[config.mk]
export PLATFORM = sky130hd
export DESIGN_NAME = alarm_irq_fout
export DESIGN_NICKNAME = d
export VERILOG_FILES = /design/src/rtl/alarm_irq_fout.sv
export SDC_FILE = /design/constraint.sdc
export NUM_CORES = 1
export LEC_CHECK = 0
export BUFFER_PORTS_ARGS = -buffer_cell sky130_fd_sc_hd__buf_2
export CAP_MARGIN = 30
export CORE_MARGIN = 10
export CORE_UTILIZATION = 56
export DETAILED_ROUTE_END_ITERATION = 12
export PLACE_DENSITY = 0.76
export SLEW_MARGIN = 10
export SYNTH_ARGS = -nofsm -noshare
export SYNTH_HDL_FRONTEND = slang
export SYNTH_SLANG_ARGS = --single-unit
[constraint.sdc]
create_clock -name clk -period 2.4 [get_ports clk]
set_clock_uncertainty 0.05 [all_clocks]
set_input_delay 0.36 -clock clk [delete_from_list [all_inputs] [get_ports clk]]
set_output_delay 0.36 -clock clk [all_outputs]
set_load 0.01 [all_outputs]
[src/rtl/alarm_irq_fout.sv]
module alarm_irq_fout #(
  parameter int PULSE_CYCLES = 512,
  parameter int FAST_DIV     = 8,
  parameter int SLOW_DIV     = 32768
) (
  input  logic       clk,
  input  logic       rst_n,
  input  logic       match0,
  input  logic       match1,
  input  logic       en0,
  input  logic       en1,
  input  logic       repeat_mode,
  input  logic [1:0] fsel,
  input  logic       stat_rd,
  output logic       flag0,
  output logic       flag1,
  output logic       irq_n
);
  localparam int PW = $clog2(PULSE_CYCLES);
  localparam int DW = $clog2(SLOW_DIV);
  localparam int FB = $clog2(FAST_DIV) - 1;

  logic [PW-1:0] cnt;
  logic [DW-1:0] div_cnt;
  logic          active, armed;

  wire alarm_sel = (fsel == 2'b00);
  wire hit       = (match0 & en0) | (match1 & en1);
  wire fire      = alarm_sel & hit & ~active & (repeat_mode | armed);
  wire last      = (cnt == PW'(PULSE_CYCLES - 1));

  always_ff @(posedge clk) begin
    if (!rst_n) begin
      flag0 <= 1'b0;
      flag1 <= 1'b0;
    end else begin
      flag0 <= match0 | (flag0 & ~stat_rd);
      flag1 <= match1 | (flag1 & ~stat_rd);
    end
  end

  always_ff @(posedge clk) begin
    if (!rst_n) begin
      active <= 1'b0;
      cnt    <= '0;
      armed  <= 1'b1;
    end else begin
      if (!alarm_sel) begin
        active <= 1'b0;
      end else if (fire) begin
        active <= 1'b1;
        cnt    <= '0;
      end else if (active) begin
        if (last) active <= 1'b0;
        cnt <= cnt + 1'b1;
      end
      if (fire && !repeat_mode) armed <= 1'b0;
      else if (stat_rd)         armed <= 1'b1;
    end
  end

  always_ff @(posedge clk) begin
    if (!rst_n) div_cnt <= '0;
    else        div_cnt <= div_cnt + 1'b1;
  end

  always_comb begin
    case (fsel)
      2'b00:   irq_n = ~active;
      2'b01:   irq_n = clk;
      2'b10:   irq_n = div_cnt[FB];
      default: irq_n = div_cnt[DW-1];
    endcase
  end


  flag_set_chk: assert property (@(posedge clk) disable iff (!rst_n)
    match0 |=> flag0);


  flag_clr_chk: assert property (@(posedge clk) disable iff (!rst_n)
    (stat_rd && !match1) |=> !flag1);


  pulse_cause_chk: assert property (@(posedge clk) disable iff (!rst_n)
    $rose(active) |-> $past(hit));


  no_restart_chk: assert property (@(posedge clk) disable iff (!rst_n)
    (active && alarm_sel && !last) |=> (active && cnt == $past(cnt) + 1'b1));


  clk_mode_idle_chk: assert property (@(posedge clk) disable iff (!rst_n)
    !alarm_sel |=> !active);
endmodule

==> summary.md <==
| Metric | Value |
|---|---|
| Asr flop ratio synth | 0% |
| Post-Syn Area | 1280 µm² |
| DRT antenna net count | 0 |
| DP Area | 1370 µm² |
| Post-synth EDFFs | 0 |
| Leading cell type in the layout, fill and taps excluded | dfxtp_1 |
| M3 GR Usage | 4.57% |
| Ports | 13 |
| Die height | 67.9 µm |
| GP Congestion | 0.775 |
| Final instance area | 1420 µm² |
| Cell variety after synth | 31 |
| Final Net Count | 168 |
| Syn_nets | 152 |
| CTS resizes | 2 |
| Max-cap violations | 0 |
| Final worst setup slack | 0.0863 ns |
| Most used routing layer | met2 |
| # setup viols final | 0 |
| DRT Pass-1 Iters | 4 |
| Post-DP HPWL | 1710 µm |
| Core Util, Final | 64.8% |
| WP buf/inv | 2 |
| DRT iter0 DRCs | 55 |
| RSZ-0062 raised after global routing | no |
| Overall routing resource usage | 11.6% |
| First-pass GRT wire length | 4180 µm |
| Max stage delay on crit path | 0.46 ns |
| Core area | 2190 µm² |
| Clk slew on worst S/H paths | 0.14 ns |
| Largest net degree at the start of global routing | 24 |
| Vias per cell | 5.72 |
| Status | finished clean |
| # diodes | 0 |
| Family with the most delay on the worst path | multiplexers |
| Final Hold Fails | 0 |
| Met1 usage in global routing | 12.9% |
| Die ar. | 4610 µm² |
| Post-route setup TNS | 0 ns |
| Pleak | 0.000544 µW |
| Tightest Pin Transition | 0.564 ns |
| Row cnt | 17 |
| Crit path kind | clk2out |
| Worst vdd ir | 0.361 mV |
| CTS Hold Buffers Added | 0 |
| Post-Synthesis Cells | 139 |
| Routed WL per cell | 13.1 µm |
| Yosys synthesis warning count | 0 |
| CP Capture Type | output port |
| Most frequent cells in the layout | dfxtp_1, and2_1, nand2_1, buf_2, nand3_1 |
| Via count | 1041 |
| Routed wire length | 2380 µm |
| Vias in the first global route | 1019 |
| Pwr Density | 576 nW/µm² |
| Critical Path Fanout Max | 2 |
| Class of the worst hold path | in2reg |
| Sequential share of the synthesized area | 43.6% |
| Die width | 67.9 µm |
| Initial antenna violation count | 0 |
| Top_reg_cell synth | dfxtp_1 |
| Initial Utilization | 58.7% |
| CTS tree | built |
| Clock latency at the later pin of the worst-skew pair | 0.43 ns |
| Setup bufs post-CTS | 0 |
| Residual DRC | 0 |
| Worst path slowest cell | mux4_2 |
| Flops & latches, synth | 28 |
| Crit path DAT | 1.90 ns |
| I/O Buffers | 12 |
| M2 GR Usage | 18.9% |
| Relative slew slack | 61.9% |
| Pins over their slew limit | 0 |
| Crit-path cells | clkbuf_4, mux4_2, buf_6 |
| Dpl ws | 0.183 ns |
| Nature of the critical path startpoint | clock port |
| Share of layout cells above drive strength 1 | 14.3% |
| Total gr overflow | 0 |
| Critical path required time | 1.99 ns |
| P&R area growth vs syn | 10.4% |
| Syn avg cell area | 9.24 µm² |
-- per-layer routing --
layer,up-vias,wire (µm)
met5,-,0
met4,0,14
met3,2,188
met2,29,1090
met1,483,1090
li1,527,-
-- final cells by class --
| cell class | instances | area (µm²) |
|---|---|---|
| fillers | 174 | 772 |
| multi-input cells | 104 | 691 |
| flip-flops and latches | 28 | 561 |
| clock buffers | 7 | 62.6 |
| repair buffers | 11 | 55.1 |
| well taps | 28 | 35.0 |
| inverters | 4 | 15.0 |
-- cells by family after synthesis --
| family | synth area share [%] |
|---|---|
| and+or+nand+nor | 29.0 |
| DFF | 43.6 |
| AOI/OAI and AO/OA | 11.2 |
| xor gates and xnor gates | 8.86 |
| buffers and inverters | 2.34 |
| adders and majority gates | 2.92 |
| muxes | 2.05 |
-- per-stage QoR --
step	cells	hold slack [ns]	total power (µW)
after detailed placement	176	0.406	547
after global placement	176	0.399	544
final	182	0.0948	818
after global routing	182	0.0696	866
after CTS	182	0.0894	828
after floorplan	139	0.386	524
-- worst paths after layout --
check             slack (ns)  startpoint           to  depth (start not counted)
setup / recovery        0.09         clk        irq_n                          3
hold / removal          0.09      match1        flag1                          2
hold reg to reg         0.43  div_cnt[0]   div_cnt[0]                          1
setup reg to reg        0.58  div_cnt[0]  div_cnt[14]                          5
-- registers in the layout, indices dropped and copies added (netlist names) --
| signal | flops |
|---|---|
| div_cnt | 15 |
| armed | 1 |
| flag0 | 1 |
| active | 1 |
| flag1 | 1 |
| cnt | 9 |
-- report_power, final --
group / internal (µW) / total [µW] / switching [µW]
clock: 145 / 296 / 151
sequential: 473 / 479 / 6.04
combinational: 18.5 / 43.4 / 24.9
total: 636 / 818 / 182
-- cells in the mapped netlist (all sizes together), types with 3 or more instances --
library cell | instances | share of area (%)
dfxtp | 28 | 44
and2 | 14 | 6.8
nand2 | 12 | 3.5
nand3 | 9 | 3.5
a21oi | 8 | 3.1
xnor2 | 8 | 5.5
o21ai | 6 | 2.3
nor2 | 5 | 1.5
xor2 | 5 | 3.4
inv | 4 | 1.2
nand4 | 4 | 1.9
nor2b | 4 | 1.9
or3 | 4 | 1.9
and4 | 3 | 2.0
ha | 3 | 2.9
No activity file was read; power rests on OpenSTA's default activity.
